**src/rtl/cellseq_pkg.sv**
```systemverilog
package cellseq_pkg;
    parameter int unsigned NQ = 4;
    localparam int unsigned QW = $clog2(NQ);

    typedef logic [QW-1:0] qid_t;

    typedef struct packed {
        qid_t sel;
        logic busy;
        logic stb;
    } seq_state_t;

    localparam qid_t RESET_SEL = qid_t'(NQ - 1);

    // First ready queue after 'last' in rotating order, 'last' itself checked last.
    function automatic qid_t rr_pick(input qid_t last, input logic [NQ-1:0] rdy);
        qid_t r;
        r = last;
        for (int k = NQ; k >= 1; k--) begin
            qid_t idx;
            idx = qid_t'((int'(last) + k) % NQ);
            if (rdy[idx]) r = idx;
        end
        return r;
    endfunction
endpackage

```
**src/rtl/cellseq_picker.sv**
```systemverilog
module cellseq_picker
    import cellseq_pkg::*;
(
    input  qid_t          last,
    input  logic [NQ-1:0] rdy,
    output qid_t          pick,
    output logic          any
);
    always_comb begin
        pick = rr_pick(last, rdy);
        any  = |rdy;
    end
endmodule

```
**src/rtl/cellseq_capture.sv**
```systemverilog
module cellseq_capture
    import cellseq_pkg::*;
(
    input  logic clk,
    input  logic rst,
    input  logic seq_en,
    input  logic boundary,
    input  logic ld_in,
    input  qid_t addr_in,
    output logic take,
    output qid_t take_addr
);
    qid_t pend;
    logic pend_v;

    always_ff @(posedge clk) begin
        if (rst || seq_en) begin
            pend_v <= 1'b0;
            pend   <= '0;
        end else if (boundary) begin
            pend_v <= 1'b0;
        end else if (ld_in) begin
            pend   <= addr_in;
            pend_v <= 1'b1;
        end
    end

    always_comb begin
        take      = !seq_en && boundary && (ld_in || pend_v);
        take_addr = ld_in ? addr_in : pend;
    end
endmodule

```
**src/rtl/cellseq_pins.sv**
```systemverilog
module cellseq_pins
    import cellseq_pkg::*;
(
    input  logic          seq_en,
    input  logic          lead_sel,
    output logic [QW-1:0] addr_oe,
    output logic          stb_oe
);
    logic drive;
    always_comb begin
        drive   = seq_en && lead_sel;
        addr_oe = {QW{drive}};
        stb_oe  = drive;
    end
endmodule

```
**src/rtl/cell_rr_selector.sv**
```systemverilog
module cell_rr_selector
    import cellseq_pkg::*;
(
    input  logic          clk,
    input  logic          rst,
    input  logic          seq_en,
    input  logic          lead_sel,
    input  logic [NQ-1:0] q_ready,
    input  logic          cell_done,
    input  logic [QW-1:0] qaddr_in,
    input  logic          ldstb_in,
    output logic [QW-1:0] qaddr_out,
    output logic [QW-1:0] qaddr_oe,
    output logic          ldstb_out,
    output logic          ldstb_oe,
    output logic          cell_active
);
    seq_state_t st, st_nx;
    qid_t       pick, take_addr;
    logic       any_rdy, take, boundary;

    assign boundary = !st.busy || cell_done;

    cellseq_picker u_pick (
        .last (st.sel),
        .rdy  (q_ready),
        .pick (pick),
        .any  (any_rdy)
    );

    cellseq_capture u_cap (
        .clk       (clk),
        .rst       (rst),
        .seq_en    (seq_en),
        .boundary  (boundary),
        .ld_in     (ldstb_in),
        .addr_in   (qaddr_in),
        .take      (take),
        .take_addr (take_addr)
    );

    cellseq_pins u_pins (
        .seq_en   (seq_en),
        .lead_sel (lead_sel),
        .addr_oe  (qaddr_oe),
        .stb_oe   (ldstb_oe)
    );

    always_comb begin
        st_nx     = st;
        st_nx.stb = 1'b0;
        if (boundary) begin
            if (seq_en) begin
                if (any_rdy) begin
                    st_nx.sel  = pick;
                    st_nx.busy = 1'b1;
                    st_nx.stb  = 1'b1;
                end else begin
                    st_nx.busy = 1'b0;
                end
            end else if (take) begin
                st_nx.sel  = take_addr;
                st_nx.busy = 1'b1;
            end else begin
                st_nx.busy = 1'b0;
            end
        end
    end

    always_ff @(posedge clk) begin
        if (rst) begin
            st.sel  <= RESET_SEL;
            st.busy <= 1'b0;
            st.stb  <= 1'b0;
        end else begin
            st <= st_nx;
        end
    end

    assign qaddr_out   = st.sel;
    assign ldstb_out   = st.stb;
    assign cell_active = st.busy;

    p_hold_midcell_r4: assert property (@(posedge clk) disable iff (rst)
        cell_active && !cell_done |=> $stable(qaddr_out));

    p_idle_hold_r5: assert property (@(posedge clk) disable iff (rst)
        seq_en && (!cell_active || cell_done) && (q_ready == '0)
        |=> $stable(qaddr_out) && !ldstb_out && !cell_active);

    p_grant_strobe_r2: assert property (@(posedge clk) disable iff (rst)
        seq_en && (!cell_active || cell_done) && (q_ready != '0)
        |=> ldstb_out && cell_active);

    p_strobe_src_r3: assert property (@(posedge clk) disable iff (rst)
        ldstb_out |-> $past(seq_en));

    p_drive_mode_r6: assert property (@(posedge clk) disable iff (rst)
        ldstb_oe |-> seq_en && lead_sel);

    p_manual_take_r7: assert property (@(posedge clk) disable iff (rst)
        !seq_en && (!cell_active || cell_done) && ldstb_in
        |=> qaddr_out == $past(qaddr_in) && cell_active);
endmodule

```
**config.mk**
```make
export PLATFORM = sky130hd
export DESIGN_NAME = cell_rr_selector
export DESIGN_NICKNAME = d
export VERILOG_FILES = /design/src/rtl/cellseq_pkg.sv /design/src/rtl/cellseq_picker.sv /design/src/rtl/cellseq_capture.sv /design/src/rtl/cellseq_pins.sv /design/src/rtl/cell_rr_selector.sv
export SDC_FILE = /design/constraint.sdc
export NUM_CORES = 1
export LEC_CHECK = 0
export CAP_MARGIN = 20
export CORE_AREA = 3 3 40 42
export DETAILED_ROUTE_END_ITERATION = 10
export DIE_AREA = 0 0 43 45
export PLACE_DENSITY = 0.79
export SYNTH_ARGS = -nofsm -noshare
export SYNTH_HDL_FRONTEND = slang
export SYNTH_SLANG_ARGS = --single-unit
```
**constraint.sdc**
```tcl
create_clock -name clk -period 2.75 [get_ports clk]
set_input_delay 0.55 -clock clk [delete_from_list [all_inputs] [get_ports clk]]
set_output_delay 0.55 -clock clk [all_outputs]
set_load 0.01 [all_outputs]
```
After elaboration in Yosys (flattened, before gate mapping)
Cells that the tools add are included.
Operators by class
  equal/unequal tests: 2
  reduce and logical (&&, ||, !) cells: 13
  muxes and demuxes: 18
  add/subtract/negate cells: 4
  bitwise logic cells: 2
  magnitude comparators: 4
Operator list (count)
  2-to-1 mux 2 bit: 7
  < comparator 2 x 3 -> 1 bit, second input constant: 4
  binary-select mux 1 bit (select 2 bit): 4
  2-to-1 mux 1 bit: 6
  != test 5 x 1 -> 1 bit, second input constant: 1
  adder 2 x 1 -> 2 bit, second input constant: 2
  adder 2 bit, second input constant: 2
  AND reduction 4 bit: 1
  OR reduction 4 bit: 1
  logical AND 1 bit: 3
  logical OR 1 bit: 3
  2-to-1 mux 3 bit: 1
  OR reduction 3 bit: 1
  logical NOT 1 bit: 2
  != test 2 x 1 -> 1 bit, second input constant: 1
  inverter 1 bit: 2
  nonzero test 2 bit: 1
  OR reduction 2 bit: 1
Storage, ports and cells
  bits of input ports: 12
  flip-flop bits (word level): 7
  output and inout port bits: 7

Logic depth before layout (Yosys ltp)
  depth after elaboration: 9
  mapped depth: 6
  depth with buffers taken out: 5

Cells and area by module
A second synthesis with hierarchy kept.
Unflattened totals
  cell total of the unflattened synthesis: 49
  area total of the unflattened synthesis: 415.4 um^2
By module, submodules not included
  cell_rr_selector: seq. area each 80.1 um^2, area an instance 182.7 um^2, cells each 19, times used 1
  cellseq_capture: seq. area each 60.1 um^2, area an instance 138.9 um^2, cells each 13, times used 1
  cellseq_picker: seq. area each 0.0 um^2, area an instance 72.6 um^2, cells each 14, times used 1
  cellseq_pins: seq. area each 0.0 um^2, area an instance 21.3 um^2, cells each 3, times used 1

Worst setup path after synthesis
OpenSTA, ideal clock, no wires.
  path type: in2reg
  from: input port q_ready[1]
  to: register st (netlist bit qaddr_out[0])
  arrival: 1542 ps
  required time: 2622 ps
  cell stages on the path: 4
  buffers on the path: 0
  setup slack: 1080 ps
  cell sequence: nor4_1 -> o41ai_4 -> a41oi_1 -> o21bai_1
Between the ends
  cells in the longest elaborated chain, start to end: 7
  elaborated cells between the ends (all ways): 17
  those cells by class: eq/ne (2); mux (13); reduce/logical (2)
Ends and longest elaborated chain
  from (decl): RTL line cell_rr_selector.sv:8  | input logic [NQ-1:0] q_ready,
  binary-select mux 1 bit (select 2 bit): RTL line cellseq_pkg.sv:22  | if (rdy[idx]) r = idx;
  2-to-1 mux 1 bit (not written as such): RTL line cellseq_pkg.sv:22
  2-to-1 mux 2 bit (3 in a row): RTL line cellseq_pkg.sv:22
  2-to-1 mux 2 bit: RTL line cell_rr_selector.sv:54  | if (any_rdy) begin
  2-to-1 mux 3 bit: RTL line cell_rr_selector.sv:53  | if (seq_en) begin
  to (signal assigned): RTL line cell_rr_selector.sv:76  | st <= st_nx;
  to (decl): RTL line cell_rr_selector.sv:18  | seq_state_t st, st_nx;
Parallel ways exist; a longest one is shown, timed or not. The select of a mux whose other input is x is not followed.
A chain may end at the register's enable or synchronous reset.

Final worst setup path
  from: input port seq_en
  to: output port qaddr_oe[1]
Between the ends
  cells in the longest elaborated chain, start to end: 1
Ends and longest elaborated chain
  from (decl): RTL line cell_rr_selector.sv:6  | input logic seq_en,
  logical AND 1 bit: RTL line cellseq_pins.sv:11  | drive = seq_en && lead_sel;
  to (decl): RTL line cell_rr_selector.sv:13  | output logic [QW-1:0] qaddr_oe,
Every way passes these cells.

==> insert_results.sql <==
INSERT INTO impl_metrics (metric_group, metric, value, unit) VALUES
('route', 'ant_nets', '0', ''),
('sta', 'rsz_0062_raised_after_global_routing', 'no', ''),
('synth', 'syn-instance-count', '59', ''),
('setup_path', 'cpLargestDelayFamily', 'buffers and inverters', ''),
('route', 'drc_errors', '0', ''),
('placement', 'place.gp.congestion', '0.724', ''),
('final_layout', 'layout_common_cells', 'sky130_fd_sc_hd__clkdlybuf4s50_1, sky130_fd_sc_hd__dfxtp_1, sky130_fd_sc_hd__mux2i_1, sky130_fd_sc_hd__nor2_1', ''),
('setup_path', 'worstPathArrival', '1.76', 'ns'),
('clock_tree', 'clock_tree.htree_level_count', '1', ''),
('clock_tree', 'cts.sink_count', '7', ''),
('setup_path', 'crit_required', '2.20', 'ns'),
('global_route', 'grt_use_total', '13.1', '%'),
('floorplanning', 'rows', '13', ''),
('route', 'detail_route.vias_per_cell', '5.57', ''),
('setup_path', 'critical_path.slowest_cell', 'sky130_fd_sc_hd__clkdlybuf4s50_1', ''),
('route', 'detailedRoute.firstIterationViolations', '14', ''),
('final_layout', 'numnets_final', '91', ''),
('route', 'routed_wire_length_per_instance', '13.1', 'µm'),
('global_route', 'first_global_vias', '471', ''),
('placement', 'placed_cell_area', '696', 'µm²'),
('floorplanning', 'die_area', '1940', 'µm²'),
('synth', 'dominant_combinational_cell_family_by_area_after_synthesis', 'simple AND/OR/NAND/NOR gates', ''),
('synth', 'synth_xor_area_share', '0', '%'),
('hold_path', 'hold-path-cell-count', '2', ''),
('setup_path', 'critical_path.endpoint_type', 'primary output', ''),
('clock_tree', 'numCtsBuffers', '3', ''),
('synth', 'synth_seq_area_share', '27.1', '%'),
('clock_tree', 'cts_tree', 'built', ''),
('clock_tree', 'post_cts.repair.setup_buffers', '0', ''),
('setup_path', 'crit_path_start_kind', 'input pin', ''),
('placement', 'buffer_ports.inserted', '18', ''),
('final_layout', 'layout-drive-gt1-share', '10.3', '%'),
('clock_tree', 'clock_latency', '0.25', 'ns'),
('setup_path', 'crit_path_cell_trace', 'clkdlybuf4s50_1 -> and2_1 -> clkdlybuf4s50_1', ''),
('final_layout', 'post-route-cell-area', '722', 'µm²'),
('clock_tree', 'resized_cells_post_cts', '0', ''),
('synth', 'simple_gate_share_of_the_synthesized_area', '32.6', '%'),
('floorplanning', 'die-height', '45', 'µm'),
('clock_tree', 'clk_transition_reported_paths', '0.05', 'ns'),
('synth', 'fraction_of_synthesis_flops_using_an_asynchronous_set_or_reset_pin', '0', '%'),
('sta', 'timing_worst_slew_pin_value', '0.514', 'ns'),
('job', 'maxCapViolations', '0', ''),
('clock_tree', 'clk_path_buf_depth', '2', ''),
('route', 'detailroute.via_count', '518', ''),
('synth', 'synth_seq_cells', '7', ''),
('setup_path', 'r2r.worst_path.cells', '5', ''),
('setup_path', 'timing.critical_path.fanout_max', '3', ''),
('synth', 'synth_edf_count', '0', ''),
('pwr', 'cell_area_power_density', '423', 'nW/µm²'),
('synth', 'top_flip_flop_cell_by_instance_count_after_synthesis', 'sky130_fd_sc_hd__dfxtp_1', ''),
('sta', 'final_period_minus_worst_setup_slack', '2.31', 'ns'),
('synth', 'post_synth_mux_area_share', '11.6', '%'),
('setup_path', 'critical-path-top-cell-by-count', 'sky130_fd_sc_hd__clkdlybuf4s50_1', ''),
('final_layout', 'num_antenna_cells', '0', ''),
('status', 'run_status', 'finished clean', ''),
('sta', 'timing.final.max_slew_violations', '0', ''),
('sta', 'finalClockSkew', '0.00775', 'ns'),
('hold_path', 'hold_path.class', 'reg -> reg', ''),
('synth', 'postSynthAreaPerCell', '8.78', 'µm²'),
('synth', 'synth-compound-area-share', '21.0', '%'),
('synth', 'synthesis.yosys.warnings', '0', ''),
('placement', 'place_hpwl', '931', 'µm'),
('setup_path', 'critical_path.reg2reg.endpoint', 'qaddr_out[0]', ''),
('sta', 'max_slew_margin', '65.7', '%'),
('floorplanning', 'core-area', '1280', 'µm²'),
('clock_tree', 'post_cts_hold_buffer_count', '0', ''),
('sta', 'period_share', '84.1', '%'),
('setup_path', 'crit_buf_inv', '2', ''),
('sta', 'setup_tns_after_final_layout', '0', 'ns'),
('final_layout', 'final_common_cell', 'sky130_fd_sc_hd__clkdlybuf4s50_1', ''),
('hold_path', 'holdCritStartpoint', 'u_cap.pend_v', '');
==> cells in the mapped netlist (2+ instances only) <==
cell,count,share of area [%]
sky130_fd_sc_hd__a21oi_1,2,1.9
sky130_fd_sc_hd__buf_4,2,2.9
sky130_fd_sc_hd__dfxtp_1,7,27
sky130_fd_sc_hd__mux2i_1,6,12
sky130_fd_sc_hd__nand2_1,2,1.4
sky130_fd_sc_hd__nor2_1,6,4.3
sky130_fd_sc_hd__nor2b_1,4,4.8
sky130_fd_sc_hd__nor3_1,4,3.9
sky130_fd_sc_hd__nor4b_1,3,5.1
==> routing by layer <==
metal  up-vias  track usage, %  wire [µm]
li1        262               -          -
met1       235            16.0        550
met2        21            21.3        575
met3         0            3.19         91
met4         0            7.23          0
met5         -               0          0
==> logic make-up after synthesis <==
logic type             count (synthesis)
flip-flops                             7
AO/OA/AOI/OAI                         12
multiplexers                           6
buffers and inverters                  6
AND/OR/NAND/NOR                       28
==> sequential cells by signal, indices dropped and copies added, names as in the netlist <==
| name | cells |
|---|---|
| u_cap.pend_v | 1 |
| ldstb_out | 1 |
| qaddr_out | 2 |
| cell_active | 1 |
| u_cap.pend | 2 |
==> through the flow <==
| step | hold slack (ns) | utilization [%] | total power [mW] | cells | setup slack (ns) |
|---|---|---|---|---|---|
| detailed placement | 0.497 | 54.1 | 0.214 | 89 | 0.346 |
| global route | 0.554 | 56.2 | 0.322 | 93 | 0.409 |
| floorplan | 0.476 | - | 0.174 | 59 | 1.08 |
| global placement | 0.491 | 54.1 | 0.213 | 89 | 0.401 |
| finish | 0.509 | 56.2 | 0.305 | 93 | 0.439 |
| CTS | 0.504 | 56.2 | 0.309 | 93 | 0.429 |
==> how the worst max path moves through the flow <==
| stage | startpoint | endpoint | cells after the start |
|---|---|---|---|
| detailed placement | q_ready[1] | qaddr_out[0] | 7 |
| global placement | q_ready[1] | qaddr_out[0] | 7 |
| CTS | seq_en | qaddr_oe[1] | 3 |
| floorplan | q_ready[1] | qaddr_out[0] | 4 |
| finish | seq_en | qaddr_oe[1] | 3 |
| global route | seq_en | qaddr_oe[1] | 3 |
==> tightest hold or removal path: cells and delay by family, from the launching register on <==
kind / cells / cell delay (ns)
AND/OR/NAND/NOR: 2 / 0.15
flip-flops: 1 / 0.31
==> report_power, final <==
group          switching [mW]  internal [mW]
Sequential             0.0116          0.108
Combinational          0.0384         0.0545
Clock                  0.0372         0.0553
Total                  0.0872          0.218
==> area by class of cell <==
| class | count | area [µm²] |
|---|---|---|
| Tap cell | 15 | 18.8 |
| Sequential cell | 7 | 140 |
| Multi-Input combinational cell | 46 | 338 |
| Timing Repair Buffer | 20 | 195 |
| Clock buffer | 4 | 26.3 |
| Fill cell | 124 | 563 |
| Inverter | 1 | 3.75 |
Note: power is estimated with default switching activity, not from simulation.
